===== src/rtl/fpxb_pkg.sv =====
package fpxb_pkg;
   // transfer register selectors; exemption depends on these values
   localparam int unsigned SEL_ID  = 0;
   localparam int unsigned SEL_CTL = 1;
   localparam int unsigned SEL_CAP = 2;
   localparam int unsigned SEL_EXEMPT_MAX = 2;

   typedef struct packed {
      logic exempt;
      logic bounce;
      logic accept;
      logic hit_id;
      logic hit_ctl;
      logic hit_cap;
   } fpxb_dec_t;
endpackage


===== src/rtl/fpxb_decode.sv =====
module fpxb_decode
   import fpxb_pkg::*;
#(
   parameter int unsigned SEL_W = 3
) (
   input  logic             vld,
   input  logic             illegal,
   input  logic             xfer,
   input  logic [SEL_W-1:0] sel,
   input  logic             pend,
   output fpxb_dec_t        dec
);
   localparam int unsigned SEL_N = 1 << SEL_W;

   logic [SEL_N-1:0] sel_hot;

   generate
      for (genvar s = 0; s < SEL_N; s++) begin : g_hot
         assign sel_hot[s] = xfer && (sel == SEL_W'(s));
      end
   endgenerate

   always_comb begin
      dec.hit_id  = sel_hot[SEL_ID];
      dec.hit_ctl = sel_hot[SEL_CTL];
      dec.hit_cap = sel_hot[SEL_CAP];
      dec.exempt  = |sel_hot[SEL_EXEMPT_MAX:0];
      dec.bounce  = vld && (illegal || (pend && !dec.exempt));
      dec.accept  = vld && !dec.bounce;
   end
endmodule


===== src/rtl/fpxb_remap.sv =====
module fpxb_remap #(
   parameter int unsigned INSN_W   = 32,
   parameter int unsigned REG_W    = 5,
   parameter int unsigned BANK_LOG = 3,
   parameter int unsigned ITER_W   = 3,
   parameter int unsigned DST_LSB  = 11,
   parameter int unsigned SA_LSB   = 16,
   parameter int unsigned SB_LSB   = 0
) (
   input  logic [INSN_W-1:0] insn_in,
   input  logic              vec_on,
   input  logic              step2,
   input  logic [ITER_W-1:0] iter,
   output logic [INSN_W-1:0] insn_out
);
   localparam int unsigned NFLD  = 3;
   localparam int unsigned OFS_W = ITER_W + 1;
   localparam int unsigned BNK_W = REG_W - BANK_LOG;

   function automatic int unsigned fld_lsb(input int unsigned k);
      case (k)
         0:       return DST_LSB;
         1:       return SA_LSB;
         default: return SB_LSB;
      endcase
   endfunction

   logic [OFS_W-1:0] ofs;
   logic [REG_W-1:0] fld_new [NFLD];

   assign ofs = step2 ? {iter, 1'b0} : {1'b0, iter};

   generate
      for (genvar k = 0; k < NFLD; k++) begin : g_fld
         localparam int unsigned LSB = fld_lsb(k);
         logic [REG_W-1:0]    old_idx;
         logic [BNK_W-1:0]    bank;
         logic [BANK_LOG-1:0] slot;
         logic [BANK_LOG-1:0] slot_new;
         logic                keep;

         assign old_idx  = insn_in[LSB +: REG_W];
         assign bank     = old_idx[REG_W-1:BANK_LOG];
         assign slot     = old_idx[BANK_LOG-1:0];
         assign slot_new = slot + ofs[BANK_LOG-1:0];

         if (k == NFLD - 1) begin : g_scalar_ok
            // second source in bank zero is a scalar operand
            assign keep = !vec_on || (bank == '0);
         end else begin : g_always_vec
            assign keep = !vec_on;
         end

         assign fld_new[k] = keep ? old_idx : {bank, slot_new};
      end
   endgenerate

   always_comb begin
      insn_out = insn_in;
      for (int k = 0; k < NFLD; k++) begin
         insn_out[fld_lsb(k) +: REG_W] = fld_new[k];
      end
   end
endmodule


===== src/rtl/fpxb_state.sv =====
module fpxb_state #(
   parameter int unsigned INSN_W = 32,
   parameter int unsigned DATA_W = 32
) (
   input  logic              clk,
   input  logic              rst_n,
   input  logic              set_pend,
   input  logic [INSN_W-1:0] cap_next,
   input  logic              wr_ctl,
   input  logic              wr_cap,
   input  logic [DATA_W-1:0] wdata,
   output logic              pend,
   output logic [INSN_W-1:0] cap
);
   localparam int unsigned PEND_BIT = DATA_W - 1;

   always_ff @(posedge clk or negedge rst_n) begin
      if (!rst_n) begin
         pend <= 1'b0;
      end else if (wr_ctl) begin
         pend <= wdata[PEND_BIT];
      end else if (set_pend) begin
         pend <= 1'b1;
      end
   end

   always_ff @(posedge clk or negedge rst_n) begin
      if (!rst_n) begin
         cap <= '0;
      end else if (wr_cap) begin
         cap <= wdata[INSN_W-1:0];
      end else if (set_pend) begin
         cap <= cap_next;
      end
   end
endmodule


===== src/rtl/fpx_bounce_ctl.sv =====
module fpx_bounce_ctl
   import fpxb_pkg::*;
#(
   parameter int unsigned INSN_W   = 32,
   parameter int unsigned DATA_W   = 32,
   parameter int unsigned SEL_W    = 3,
   parameter int unsigned ITER_W   = 3,
   parameter int unsigned XEN_W    = 5,
   parameter int unsigned REG_W    = 5,
   parameter int unsigned BANK_LOG = 3,
   parameter int unsigned DST_LSB  = 11,
   parameter int unsigned SA_LSB   = 16,
   parameter int unsigned SB_LSB   = 0,
   parameter logic [31:0] ID_VALUE = 32'h4650_5801
) (
   input  logic              clk,
   input  logic              rst_n,
   input  logic              iss_vld,
   input  logic [INSN_W-1:0] iss_insn,
   input  logic              iss_illegal,
   input  logic              iss_pexc,
   input  logic              iss_xfer,
   input  logic              iss_xfer_wr,
   input  logic [SEL_W-1:0]  iss_xfer_sel,
   input  logic [DATA_W-1:0] iss_wdata,
   input  logic              vec_on,
   input  logic              vec_step2,
   input  logic [ITER_W-1:0] vec_iter,
   input  logic              md_dnan,
   input  logic              md_ftz,
   input  logic [XEN_W-1:0]  md_trap_en,
   output logic              bounce,
   output logic              iss_ok,
   output logic              exc_pend,
   output logic [INSN_W-1:0] cap_insn,
   output logic [DATA_W-1:0] xfer_rdata
);
   localparam int unsigned PEND_BIT = DATA_W - 1;
   localparam int unsigned ID_W     = (DATA_W < 32) ? DATA_W : 32;

   // elaboration-time parameter checks
   generate
      if (INSN_W > DATA_W) begin : g_bad_insn
         $error("INSN_W must not exceed DATA_W");
      end
      if (REG_W <= BANK_LOG) begin : g_bad_reg
         $error("REG_W must exceed BANK_LOG");
      end
      if (ITER_W + 1 < BANK_LOG) begin : g_bad_iter
         $error("ITER_W too narrow for bank size");
      end
      if (SEL_W < 2) begin : g_bad_sel
         $error("SEL_W must cover three exempt selectors");
      end
      if (DST_LSB + REG_W > INSN_W || SA_LSB + REG_W > INSN_W ||
          SB_LSB + REG_W > INSN_W) begin : g_bad_fld
         $error("register field outside instruction word");
      end
   endgenerate

   fpxb_dec_t        dec;
   logic [INSN_W-1:0] cap_next;
   logic              fast_mode;
   logic              set_pend;
   logic              wr_ctl;
   logic              wr_cap;
   logic              rd_en;

   fpxb_decode #(.SEL_W(SEL_W)) i_dec (
      .vld     (iss_vld),
      .illegal (iss_illegal),
      .xfer    (iss_xfer),
      .sel     (iss_xfer_sel),
      .pend    (exc_pend),
      .dec     (dec)
   );

   fpxb_remap #(
      .INSN_W   (INSN_W),
      .REG_W    (REG_W),
      .BANK_LOG (BANK_LOG),
      .ITER_W   (ITER_W),
      .DST_LSB  (DST_LSB),
      .SA_LSB   (SA_LSB),
      .SB_LSB   (SB_LSB)
   ) i_remap (
      .insn_in  (iss_insn),
      .vec_on   (vec_on),
      .step2    (vec_step2),
      .iter     (vec_iter),
      .insn_out (cap_next)
   );

   assign fast_mode = md_dnan && md_ftz && (md_trap_en == '0);
   assign set_pend  = dec.accept && !iss_xfer && iss_pexc && !fast_mode;
   assign wr_ctl    = dec.accept && iss_xfer_wr && dec.hit_ctl;
   assign wr_cap    = dec.accept && iss_xfer_wr && dec.hit_cap;
   assign rd_en     = dec.accept && iss_xfer && !iss_xfer_wr;

   fpxb_state #(.INSN_W(INSN_W), .DATA_W(DATA_W)) i_state (
      .clk      (clk),
      .rst_n    (rst_n),
      .set_pend (set_pend),
      .cap_next (cap_next),
      .wr_ctl   (wr_ctl),
      .wr_cap   (wr_cap),
      .wdata    (iss_wdata),
      .pend     (exc_pend),
      .cap      (cap_insn)
   );

   always_comb begin
      xfer_rdata = '0;
      if (rd_en) begin
         if (dec.hit_ctl) begin
            xfer_rdata[PEND_BIT] = exc_pend;
         end else if (dec.hit_cap) begin
            xfer_rdata[INSN_W-1:0] = cap_insn;
         end else if (dec.hit_id) begin
            xfer_rdata[ID_W-1:0] = ID_VALUE[ID_W-1:0];
         end
      end
   end

   assign bounce = dec.bounce;
   assign iss_ok = dec.accept;
endmodule


===== config.mk =====
export PLATFORM = sky130hd
export DESIGN_NAME = fpx_bounce_ctl
export DESIGN_NICKNAME = d
export VERILOG_FILES = /design/src/rtl/fpxb_pkg.sv /design/src/rtl/fpxb_decode.sv /design/src/rtl/fpxb_remap.sv /design/src/rtl/fpxb_state.sv /design/src/rtl/fpx_bounce_ctl.sv
export SDC_FILE = /design/constraint.sdc
export NUM_CORES = 1
export LEC_CHECK = 0
export CAP_MARGIN = 10
export CORE_MARGIN = 2
export CORE_UTILIZATION = 38
export DETAILED_ROUTE_END_ITERATION = 6
export GPL_TIMING_DRIVEN = 0
export PLACE_DENSITY = 0.84
export SLEW_MARGIN = 40
export SYNTH_ARGS = -nofsm -noshare
export SYNTH_HDL_FRONTEND = slang
export SYNTH_SLANG_ARGS = --single-unit

===== constraint.sdc =====
create_clock -name clk -period 5.6 [get_ports clk]
set_clock_uncertainty 0.15 [all_clocks]
set_input_delay 1.12 -clock clk [delete_from_list [all_inputs] [get_ports clk]]
set_output_delay 1.12 -clock clk [all_outputs]
set_load 0.01 [all_outputs]

==> flow_summary.ini <==
[timing]
timing.final.hold_violations = 0
timing_max_transition_violations_final = 0
timing.setup.tns_ns = 0
timing.slew.headroom_pct = 62.9
worst_slew_pin_slew_ns = 0.551
final_cycle_utilization_of_the_critical_path_pct = 90.6
max_freq_mhz = 197
min_period_ns = 5.08
rsz0062_at_grt = false
setup_failing_eps_final = 0

[synthesis]
synth_top_cell_area_share_pct = 38.3
synth.area.mux_share_pct = 3.37
synth_flop_cell = dfrtp_1
synth_top_area_cell = dfrtp_1
post_synth_instance_area_um2 = 2150
syn-instance-count = 265
synth.most_common_cell = a21oi_1
synth_top_cells_by_area = dfrtp_1, a21oi_1, nand2_1
ffs_w_async_s_r_synth_pct = 100
synth_xor_xnor_area_share_pct = 1.63
compound_cell_area_share_of_the_yosys_netlist_pct = 18.6
synth_top_family_by_area = simple AND/OR/NAND/NOR gates
number_of_enable_flip_flop_cells_after_synthesis = 0
yosysWarningCount = 0
synthAdderAreaFrac_pct = 4.53
ys_ff_latch = 33
part_of_the_yosys_area_used_for_sequential_elements_pct = 38.3
synthesis.nets = 357
synthesis.area_per_instance_um2 = 8.13
synthSimpleGateAreaFrac_pct = 26.7
synth_commonest_cells = a21oi_1, nand2_1, dfrtp_1
ys_types = 37

[job]
max_cap_viol_count = 0

[placement]
gp_congestion = 0.841
placed_area_um2 = 3790
post-dp-hpwl_mm = 6.16
port_buffer_cells = 152
placed_cells_incl_taps = 490

[routing]
dr.first_iter.drc_count = 125
vias = 2503
detailedRoute.firstPassIterationCount = 4
drc = 0
drt_wl_total_mm = 7.61
vias_per_cell = 5.03
antenna_left = 0
avgRoutedWirePerCell_um = 15.3

[finish]
register_area_um2 = 826
filler_cell_count = 455
area_growth_pct = 81.2
diodes = 0
layout.cell_area.non_filler_um2 = 3910
post_route_cells_drive_above_1_share_pct = 5.63
stdcell_count = 498
multiInputGateArea_um2 = 1180
finalNetCount = 517

[setup_path]
startpoint_type = input port
cp-end-kind = output pin
cp.required_ns = 4.33
worst-path-max-fanout = 10
timing_worst_setup_path_type = in2out
arrival_ns = 3.81
slack_of_the_worst_reg_to_reg_path_ns = 3.39

[status]
status = complete, no violations

[floorplanning]
dieArea_um2 = 6290
floorplan.io_pins = 153
coreArea_um2 = 5510
initial_core_util_pct = 39.1
dieHeight_um = 79.3
die_w_um = 79.3
rows = 27

[clock_network]
post-cts-setup-buffer-count = 0
cts_repair_resize_count = 0
cts_hold_buffers = 0
clk_transition_reported_paths_ns = 0.07
clk-insertion-delay-late_ns = 0.28
cts.htree.levels = 2
tritoncts_clock_tree = built
cts_buf_count = 5
clk_root_buffer_cell = clkbuf_8
clock_tree.buffer_depth = 2
clkSinkCount = 33

[global_route]
antenna_found_initial = 0
gr-total-overflow = 0
use_met2_pct = 41.8
vias_in_the_first_global_route = 2419
grt_util_all_layers_pct = 24.0
grt_pass1_wl_mm = 11.9
gr-max-usage-layer = met2
global_route.usage.met3_pct = 4.89
fraction_of_met1_tracks_used_by_global_routing_pct = 30.3
grt_start_max_net_pins = 18

[power_and_ir_drop]
p_per_area_nw_per_um2 = 242
peakVddDrop_mv = 0.130
leakage_nw = 1.61

[min_path]
hp-class = reg2reg
[through the flow]
step | total power, mW | setup WS (ns) | util (%) | hold WS (ns)
after floorplan | 0.481 | 1.87 | - | 0.407
after global placement | 0.707 | 0.564 | 68.4 | 0.366
after detailed placement | 0.720 | 0.538 | 68.8 | 0.372
after CTS | 0.954 | 0.529 | 70.9 | 0.382
after global routing | 1.00 | 0.444 | 70.9 | 0.401
final | 0.945 | 0.524 | 70.9 | 0.383
[report_power, final]
| group | leakage, nW | internal, mW | switching (mW) |
|---|---|---|---|
| Sequential | 0.401 | 0.303 | 0.0458 |
| Clock | 0.0585 | 0.145 | 0.0866 |
| Combinational | 1.16 | 0.222 | 0.143 |
| Total | 1.61 | 0.670 | 0.275 |
[logic make-up after synthesis]
logic type	count (synthesis)
DFF	33
AOI/OAI and AO/OA	67
buffers and inverters	34
and+or+nand+nor	114
adders and majority gates	6
muxes	7
xor gates and xnor gates	4
[critical path, cell delays in order]
cell             delay (ns)
clkdlybuf4s50_1        0.42
nand2b_1               0.27
or4_1                  0.43
buf_2                  0.20
nor2_1                 0.23
clkbuf_1               0.39
and2_1                 0.18
clkdlybuf4s50_1        0.56
[per-layer routing]
layer / routed length [um] / share of wire, % / vias up
met5: 0 / 0 / -
met4: 125 / 1.6 / 0
met3: 522 / 6.9 / 11
met2: 3880 / 51 / 105
met1: 3080 / 40 / 1178
li1: - / - / 1209
[cells in the final DEF (no fill, tap or decap), types with 2 or more instances in the layout]
cell type        count
ha_1                 3
dfrtp_1             33
and3_1               2
o311ai_1             2
a221o_1              5
or4_4                2
clkdlybuf4s50_1    151
mux2_2               2
clkbuf_8             6
clkbuf_1            10
nor2_1              29
nand2_1             40
o21ai_1              5
o311ai_0             5
nand2b_1             5
buf_1                2
buf_2                5
nor2b_1              2
nor3_1               2
a21oi_1             45
fa_1                 3
and2_1              22
nand3_1              4
inv_1               16
xnor2_1              3
o211ai_1             2
buf_4                2
mux2i_1              5
[final timing paths]
kind / startpoint / end / cells after the start
max: iss_illegal / xfer_rdata[18] / 8
min: i_state.cap[21]$_DFFE_PN0P_ / i_state.cap[21]$_DFFE_PN0P_ / 2
max reg2reg: i_state.pend$_DFFE_PN0P_ / i_state.cap[12]$_DFFE_PN0P_ / 5
min reg2reg: i_state.cap[21]$_DFFE_PN0P_ / i_state.cap[21]$_DFFE_PN0P_ / 2
max in group asynchronous: rst_n / i_state.cap[18]$_DFFE_PN0P_ / 2
min in group asynchronous: rst_n / i_state.cap[28]$_DFFE_PN0P_ / 1
[layout make-up]
class / count / area share, %
plain buffers: 18 / 2.24
clock buffers: 7 / 2.21
clock inverters: 1 / 0.769
inverters: 16 / 1.54
multi-input cells: 198 / 30.2
flip-flops and latches: 33 / 21.1
well taps: 72 / 2.31
repair buffers: 153 / 39.5
[sequential cells by signal, indices dropped and copies added, names as in the netlist]
signal and cells:
i_state.cap 32, i_state.pend 1
(Power assumes the default switching activity.)
